==> src/rtl/crc16_engine_pkg.sv <==
package crc16_engine_pkg;

    localparam int REG_W   = 16;
    localparam int ADDR_W  = 2;
    localparam int CNT_W   = 12;
    localparam int BYTE_W  = 8;

    localparam logic [REG_W-1:0] CRC_SEED    = 16'hFFFF;
    localparam logic [REG_W-1:0] CRC_XOROUT  = 16'hFFFF;
    localparam logic [REG_W-1:0] POLY_NORMAL = 16'h1021;
    localparam logic [REG_W-1:0] POLY_REFL   = 16'h8408;
    localparam bit               CRC_REFLECT = 1'b1;
    localparam int               FLUSH_BIT   = 15;

    typedef enum logic [ADDR_W-1:0] {
        SEL_CTRL  = 2'd0,
        SEL_DIN   = 2'd1,
        SEL_DOUT  = 2'd2,
        SEL_SPARE = 2'd3
    } reg_sel_e;

    typedef struct packed {
        logic flush;
        logic absorb;
    } engine_cmd_t;

    function automatic logic [REG_W-1:0] crc_fold_byte(
        input logic [REG_W-1:0]  state,
        input logic [BYTE_W-1:0] data,
        input bit                reflect
    );
        logic [REG_W-1:0] s;
        s = state;
        if (reflect) begin
            s = s ^ {{(REG_W-BYTE_W){1'b0}}, data};
            for (int i = 0; i < BYTE_W; i++)
                s = s[0] ? ((s >> 1) ^ POLY_REFL) : (s >> 1);
        end else begin
            s = s ^ {data, {(REG_W-BYTE_W){1'b0}}};
            for (int i = 0; i < BYTE_W; i++)
                s = s[REG_W-1] ? ((s << 1) ^ POLY_NORMAL) : (s << 1);
        end
        return s;
    endfunction

endpackage

==> src/rtl/crc16_cmd_decode.sv <==
module crc16_cmd_decode
    import crc16_engine_pkg::*;
(
    input  logic              wr_en,
    input  logic [ADDR_W-1:0] addr,
    input  logic [REG_W-1:0]  wdata,
    output engine_cmd_t       cmd
);
    always_comb begin
        cmd = '0;
        if (wr_en) begin
            unique case (reg_sel_e'(addr))
                SEL_CTRL: cmd.flush  = wdata[FLUSH_BIT];
                SEL_DIN:  cmd.absorb = 1'b1;
                default:  cmd = '0;
            endcase
        end
    end
endmodule

==> src/rtl/crc16_state_reg.sv <==
module crc16_state_reg
    import crc16_engine_pkg::*;
(
    input  logic              clk,
    input  logic              rst,
    input  engine_cmd_t       cmd,
    input  logic [BYTE_W-1:0] data_byte,
    output logic [REG_W-1:0]  state_q
);
    logic [REG_W-1:0] state_d;

    always_comb begin
        state_d = state_q;
        if (cmd.flush)
            state_d = CRC_SEED;
        else if (cmd.absorb)
            state_d = crc_fold_byte(state_q, data_byte, CRC_REFLECT);
    end

    always_ff @(posedge clk) begin
        if (rst)
            state_q <= CRC_SEED;
        else
            state_q <= state_d;
    end
endmodule

==> src/rtl/crc16_absorb_counter.sv <==
module crc16_absorb_counter
    import crc16_engine_pkg::*;
(
    input  logic             clk,
    input  logic             rst,
    input  engine_cmd_t      cmd,
    output logic [CNT_W-1:0] count_q
);
    localparam logic [CNT_W-1:0] CNT_MAX = {CNT_W{1'b1}};

    always_ff @(posedge clk) begin
        if (rst || cmd.flush)
            count_q <= '0;
        else if (cmd.absorb && count_q != CNT_MAX)
            count_q <= count_q + 1'b1;
    end
endmodule

==> src/rtl/crc16_frame_engine.sv <==
module crc16_frame_engine
    import crc16_engine_pkg::*;
(
    input  logic              clk,
    input  logic              rst,
    input  logic              wr_en,
    input  logic [ADDR_W-1:0] addr,
    input  logic [REG_W-1:0]  wdata,
    output logic [REG_W-1:0]  rdata
);
    engine_cmd_t      cmd;
    logic [REG_W-1:0] crc_state;
    logic [CNT_W-1:0] absorb_cnt;

    crc16_cmd_decode u_decode (
        .wr_en (wr_en),
        .addr  (addr),
        .wdata (wdata),
        .cmd   (cmd)
    );

    crc16_state_reg u_state (
        .clk       (clk),
        .rst       (rst),
        .cmd       (cmd),
        .data_byte (wdata[BYTE_W-1:0]),
        .state_q   (crc_state)
    );

    crc16_absorb_counter u_count (
        .clk     (clk),
        .rst     (rst),
        .cmd     (cmd),
        .count_q (absorb_cnt)
    );

    always_comb begin
        unique case (reg_sel_e'(addr))
            SEL_CTRL: rdata = {{(REG_W-CNT_W){1'b0}}, absorb_cnt};
            SEL_DOUT: rdata = crc_state ^ CRC_XOROUT;
            default:  rdata = '0;
        endcase
    end
endmodule

==> config.mk <==
export PLATFORM = sky130hd
export DESIGN_NAME = crc16_frame_engine
export DESIGN_NICKNAME = d
export VERILOG_FILES = /design/src/rtl/crc16_engine_pkg.sv /design/src/rtl/crc16_cmd_decode.sv /design/src/rtl/crc16_state_reg.sv /design/src/rtl/crc16_absorb_counter.sv /design/src/rtl/crc16_frame_engine.sv
export SDC_FILE = /design/constraint.sdc
export NUM_CORES = 1
export LEC_CHECK = 0
export CAP_MARGIN = 20
export CORE_MARGIN = 10
export CORE_UTILIZATION = 60
export CTS_BUF_LIST = sky130_fd_sc_hd__clkbuf_16
export DETAILED_ROUTE_END_ITERATION = 8
export DONT_BUFFER_PORTS = 1
export GPL_TIMING_DRIVEN = 0
export PLACE_DENSITY = 0.76
export SETUP_SLACK_MARGIN = 0.3
export SYNTH_ARGS = -nofsm -noshare
export SYNTH_HDL_FRONTEND = slang
export SYNTH_SLANG_ARGS = --single-unit
==> constraint.sdc <==
create_clock -name clk -period 3.1 [get_ports clk]
set_input_delay 0.465 -clock clk [delete_from_list [all_inputs] [get_ports clk]]
set_output_delay 0.465 -clock clk [all_outputs]
set_load 0.02 [all_outputs]
==> flow_metrics.py, run 1 <==
metrics = {
    "finish": {
        "finalNetCount": 212,
        "antenna_cells": 0,
        "final_common_cell": "dfxtp_1",
        "finalInstanceArea_um2": 1690,
        "syn2layout_area_growth_pct": 7.12,
        "drive_gt1_share_pct": 6.38,
        "final_cell_mix": "dfxtp_1 (28), nor2_1 (22), nand2_1 (19), xnor2_1 (19), o211ai_1 (12)",
    },
    "critical_path": {
        "crit_start": "addr[1]",
        "reg2reg_slack_ns": 1.43,
        "r2r-start": "u_count.count_q[0]",
        "path_class": "primary input to primary output",
        "worstPathRequired_ns": 2.63,
        "crit_cells": 3,
        "crit_fanout": 10,
        "crit_family": "compound AO/OA/AOI/OAI gates",
        "critical_path_arrival_ns": 1.66,
        "r2r_end": "u_count.count_q[10]",
        "critPathLaunchType": "primary input",
        "worst-path-buf-inv": 1,
        "cp_slowest_cell": "a211oi_1",
        "max_stage_delay_ns": 0.70,
        "crit_chain": "buf_1 -> nor2_1 -> a211oi_1",
        "cp-endpoint": "rdata[9]",
        "crit_path_end_kind": "primary output",
        "worstRegToRegCells": 4,
    },
    "sta": {
        "fin_crit_ns": 2.13,
        "setup_viol": 0,
        "drv_slew": 0,
        "slew_headroom_pct": 43.9,
        "skew_ns": 0.00344,
        "fin_hold_ws_ns": 0.511,
        "hold_viol": 0,
        "period_share_pct": 68.6,
        "worst_slew_pin_slew_ns": 0.837,
        "setup_tns_ns": 0,
        "rsz0062_at_grt": "no",
        "layout_setup_ws_ns": 0.975,
        "fmax_mhz": 471,
    },
    "drt": {
        "drtPass1Iterations": 4,
        "drt-total-wl_um": 3800,
        "routed-via-count": 1362,
        "drtIter0Drc": 144,
        "drc_errors": 0,
        "antenna_left": 0,
        "avgViaCountPerCell": 6.25,
        "wire_per_inst_um": 17.4,
    },
    "hold_path": {
        "holdCritPathClass": "primary input to flip-flop",
        "worstHoldStart": "wr_en",
    },
    "clock_tree": {
        "cts-root-buf": "clkbuf_16",
        "cts_tree": "built",
        "clock-sinks": 28,
        "clock_latency_ns": 0.26,
        "clk_path_buf_depth": 2,
        "postCtsSetupRepairBufs": 0,
        "cts-htree-levels": 1,
        "cts_hold_buf": 0,
        "cts_resized": 0,
        "numCtsBuffers": 3,
        "clk_pin_slew_ns": 0.07,
    },
    "grt": {
        "grt.total_usage_pct": 14.8,
        "use_met3_pct": 2.89,
        "grt_max_degree": 15,
        "use_met2_pct": 24.8,
        "antenna_found_initial": 0,
        "grt-busiest-layer": "met2",
        "grt_pass1_wl_um": 6330,
        "first_global_vias": 1352,
        "grt_use_met1_pct": 16.8,
        "grt_remaining_overflow": 0,
    },
    "logic_synthesis": {
        "yosysUniqueCellTypes": 38,
        "synth_ff_type": "dfxtp_1",
        "synth-seq-area-share_pct": 35.4,
        "synth-edff-count": 0,
        "syn_area_um2": 1580,
        "syn-num-nets": 207,
        "ys_ff_latch": 28,
        "synthCells": 185,
        "yosysWarnings": 0,
        "async_flop_share_pct": 0,
        "synth.avg_cell_area_um2": 8.55,
    },
    "power": {
        "p_leak_nw": 0.650,
        "finalPower_uw": 809,
        "ir_drop_v": 0.000315,
        "power.density_nw_per_um2": 477,
    },
    "placement": {
        "post-place-ws_ns": 1.02,
        "dp_hpwl_um": 2870,
        "gp_congestion": 0.850,
        "port_buffers": 0,
        "place_area_um2": 1620,
    },
    "floorplanning": {
        "io_pins": 37,
        "die_h_um": 71.3,
        "num_rows": 18,
        "die_w_um": 71.3,
        "die_area_um2": 5090,
        "core_area_um2": 2500,
        "start_util_pct": 63.3,
    },
    "status": {
        "status": "finished, final reports clean",
    },
    "run": {
        "cap_violations": 0,
    },
}
-- Yosys cell counts (3+ instances only) --
cell type	number	area share, %
xor2_1	8	4.4
nor3_1	5	1.6
clkbuf_1	7	1.7
xnor2_1	19	11
a31oi_1	4	1.6
nand3_1	6	1.9
o211ai_1	12	5.7
mux2i_1	5	3.2
o31ai_1	3	1.4
a211oi_1	9	4.3
or4_1	3	1.4
inv_1	5	1.2
dfxtp_1	28	35
nand2_1	19	4.5
a21oi_1	5	1.6
nor2_1	22	5.2
-- final cells by class --
| type | instances | area (µm²) |
|---|---|---|
| sequential | 28 | 561 |
| inverter | 5 | 18.8 |
| multi-input combinational | 141 | 948 |
| buffer | 11 | 53.8 |
| clock buffer | 3 | 75.1 |
| tap | 30 | 37.5 |
| fill | 222 | 806 |
-- cell families (layout without fill, tap and decap cells) --
family	Yosys count	count (layout)	share of synthesized area, %
AND/OR/NAND/NOR	68	68	22.8
AO/OA/AOI/OAI	40	40	18.3
flip-flops	28	28	35.4
XOR/XNOR	27	27	15.0
buffers and inverters	16	19	4.59
multiplexers	5	5	3.16
adder cells (fa/ha/maj)	1	1	0.791
-- power by group --
group	internal (mW)	switching (mW)	total (mW)
logic	0.0536	0.0824	0.136
clock network	0.171	0.117	0.288
registers	0.372	0.0124	0.385
-- registers in the layout, summed over array words and instances (netlist names) --
register,count
u_state.state_q,16
u_count.count_q,12
-- layer usage --
| layer | vias up | share of wire [%] |
|---|---|---|
| met1 | 641 | 43 |
| met2 | 35 | 51 |
| li1 | 671 | - |
| met3 | 15 | 3.1 |
| met4 | 0 | 3.4 |
| met5 | - | 0 |
-- worst min-delay path: cells and delay by family --
kind             cells  cell delay, ns
AND/OR/NAND/NOR      2            0.19
AO/OA/AOI/OAI        1            0.08
-- how the worst min path moves through the flow --
| stage | to | slack, ns | cells after the start |
|---|---|---|---|
| global placement | u_state.state_q[12] | 0.49 | 2 |
| floorplan | u_count.count_q[1] | 0.47 | 2 |
| detailed placement | u_state.state_q[12] | 0.50 | 2 |
| global route | u_state.state_q[0] | 0.54 | 3 |
| finish | u_state.state_q[0] | 0.51 | 3 |
| CTS | u_state.state_q[12] | 0.51 | 2 |
-- through the flow --
step / utilization, % / std cells
2_1_floorplan: - / 185
3_3_place_gp: 64.8 / 215
3_5_place_dp: 64.8 / 215
4_1_cts: 67.8 / 218
5_1_grt: 67.8 / 218
6_report: 67.8 / 218
Note: power is estimated with default switching activity, not from simulation.
==> run 2, diff against run 1 <==
Clock period 3.1 ns to 2.1 ns, I/O delays scaled along.
==> flow_metrics.py, run 2 (same netlist as run 1, synthesis figures left out) <==
metrics = {
    "critical_path": {
        "path_class": "primary input to primary output",
        "critical_path_arrival_ns": 1.48,
        "crit_chain": "buf_1 -> nor2_1 -> a211oi_1",
        "crit_family": "compound AO/OA/AOI/OAI gates",
        "worst-path-buf-inv": 1,
        "cp_slowest_cell": "a211oi_1",
        "critPathLaunchType": "primary input",
        "max_stage_delay_ns": 0.68,
        "worstPathRequired_ns": 1.78,
        "crit_fanout": 10,
        "crit_path_end_kind": "primary output",
    },
    "finish": {
        "largest_register": "u_state.state_q",
        "largest_reg_flops": 16,
        "reg.largest.list": "u_state.state_q x16, u_count.count_q x12",
        "multiInputGateArea_um2": 973,
        "final_common_cell": "dfxtp_1",
        "syn2layout_area_growth_pct": 8.70,
        "nFillCells": 215,
        "final_cell_mix": "dfxtp_1 (28), nor2_1 (22), nand2_1 (19), xnor2_1 (19), o211ai_1 (12)",
        "finalNetCount": 212,
        "drive_gt1_share_pct": 9.04,
        "antenna_cells": 0,
        "layout.area.seq_um2": 561,
    },
    "grt": {
        "grt.total_usage_pct": 14.9,
        "grt_max_degree": 15,
        "grt_pass1_wl_um": 6380,
        "first_global_vias": 1352,
        "antenna_found_initial": 0,
        "grt_remaining_overflow": 0,
    },
    "sta": {
        "rsz0062_at_grt": "yes",
        "setup_tns_ns": 0,
        "hold_viol": 0,
        "worst_slew_pin_slew_ns": 0.780,
        "slew_headroom_pct": 47.7,
        "skew_ns": 0.00432,
        "period_share_pct": 85.6,
        "fin_crit_ns": 1.80,
        "fin_hold_ws_ns": 0.369,
        "setup_viol": 0,
        "drv_slew": 0,
        "fmax_mhz": 556,
    },
    "clock_tree": {
        "cts-htree-levels": 1,
        "clk_path_buf_depth": 2,
        "postCtsSetupRepairBufs": 0,
        "cts_hold_buf": 0,
        "clock_latency_ns": 0.26,
        "cts-root-buf": "clkbuf_16",
        "clk_pin_slew_ns": 0.07,
        "numCtsBuffers": 3,
        "clock-sinks": 28,
        "cts_tree": "built",
        "cts_resized": 1,
    },
    "drt": {
        "drc_errors": 0,
        "wire_per_inst_um": 17.6,
        "drtIter0Drc": 163,
        "top_layer": "met4",
        "met1_length_um": 1620,
        "drt-total-wl_um": 3840,
        "met2_length_um": 1950,
        "antenna_left": 0,
        "avgViaCountPerCell": 6.28,
        "drtPass1Iterations": 6,
        "routed-via-count": 1370,
        "routed-wl-met3_um": 152,
    },
    "floorplanning": {
        "die_w_um": 71.3,
        "core_area_um2": 2500,
        "io_pins": 37,
        "die_area_um2": 5090,
        "num_rows": 18,
        "start_util_pct": 63.3,
        "die_h_um": 71.3,
    },
    "placement": {
        "dp_hpwl_um": 2870,
        "gp_congestion": 0.850,
        "port_buffers": 0,
    },
    "power": {
        "power.density_nw_per_um2": 699,
        "p_leak_nw": 0.654,
        "ir_drop_v": 0.000468,
    },
    "hold_path": {
        "holdCritPathClass": "primary input to flip-flop",
    },
    "run": {
        "cap_violations": 0,
    },
    "status": {
        "status": "finished, final reports clean",
    },
}
run 2: cell counts in the layout (fill, tap and decap cells not counted):
No cell type changed its count.
run 2: layer usage:
metal	global-route usage [%]	vias up
met5	0	-
li1	-	672
met2	25.0	42
met3	2.89	12
met4	8.60	0
met1	17.1	644
run 2: worst paths after layout:
kind / start / slack (ns) / cells past startpoint / endpoint
max: addr[1] / 0.30 / 3 / rdata[7]
min: wr_en / 0.37 / 3 / u_state.state_q[0]
max reg2reg: u_count.count_q[0] / 0.42 / 4 / u_count.count_q[10]
min reg2reg: u_state.state_q[12] / 0.51 / 2 / u_state.state_q[12]
run 2: final cells by class:
| cell class | instances | share of cell area [%] |
|---|---|---|
| Tap cell | 30 | 2.18 |
| Buffer | 11 | 3.13 |
| Multi-Input combinational cell | 141 | 56.6 |
| Inverter | 5 | 1.09 |
| Sequential cell | 28 | 32.6 |
| Clock buffer | 3 | 4.37 |
run 2: power by group:
part           switching [mW]  total (mW)  internal [mW]  leakage (nW)
clock                   0.175       0.428          0.253        0.0370
combinational           0.124       0.205         0.0808         0.389
sequential             0.0196       0.569          0.549         0.228
run 2: metrics by stage:
stage / util [%] / instance area [µm²] / total power, mW / setup slack, ns / std cells
floorplan: - / 1580 / 0.741 / 0.506 / 185
global placement: 64.8 / 1620 / 0.773 / 0.320 / 215
detailed placement: 64.8 / 1620 / 0.778 / 0.315 / 215
CTS: 68.0 / 1700 / 1.20 / 0.319 / 218
global route: 68.8 / 1720 / 1.25 / 0.233 / 218
finish: 68.8 / 1720 / 1.20 / 0.301 / 218
run 2: worst min-delay path, cell delays in order:
cell	delay [ns]
nand3b_4	0.13
nand2_1	0.07
o211ai_1	0.08
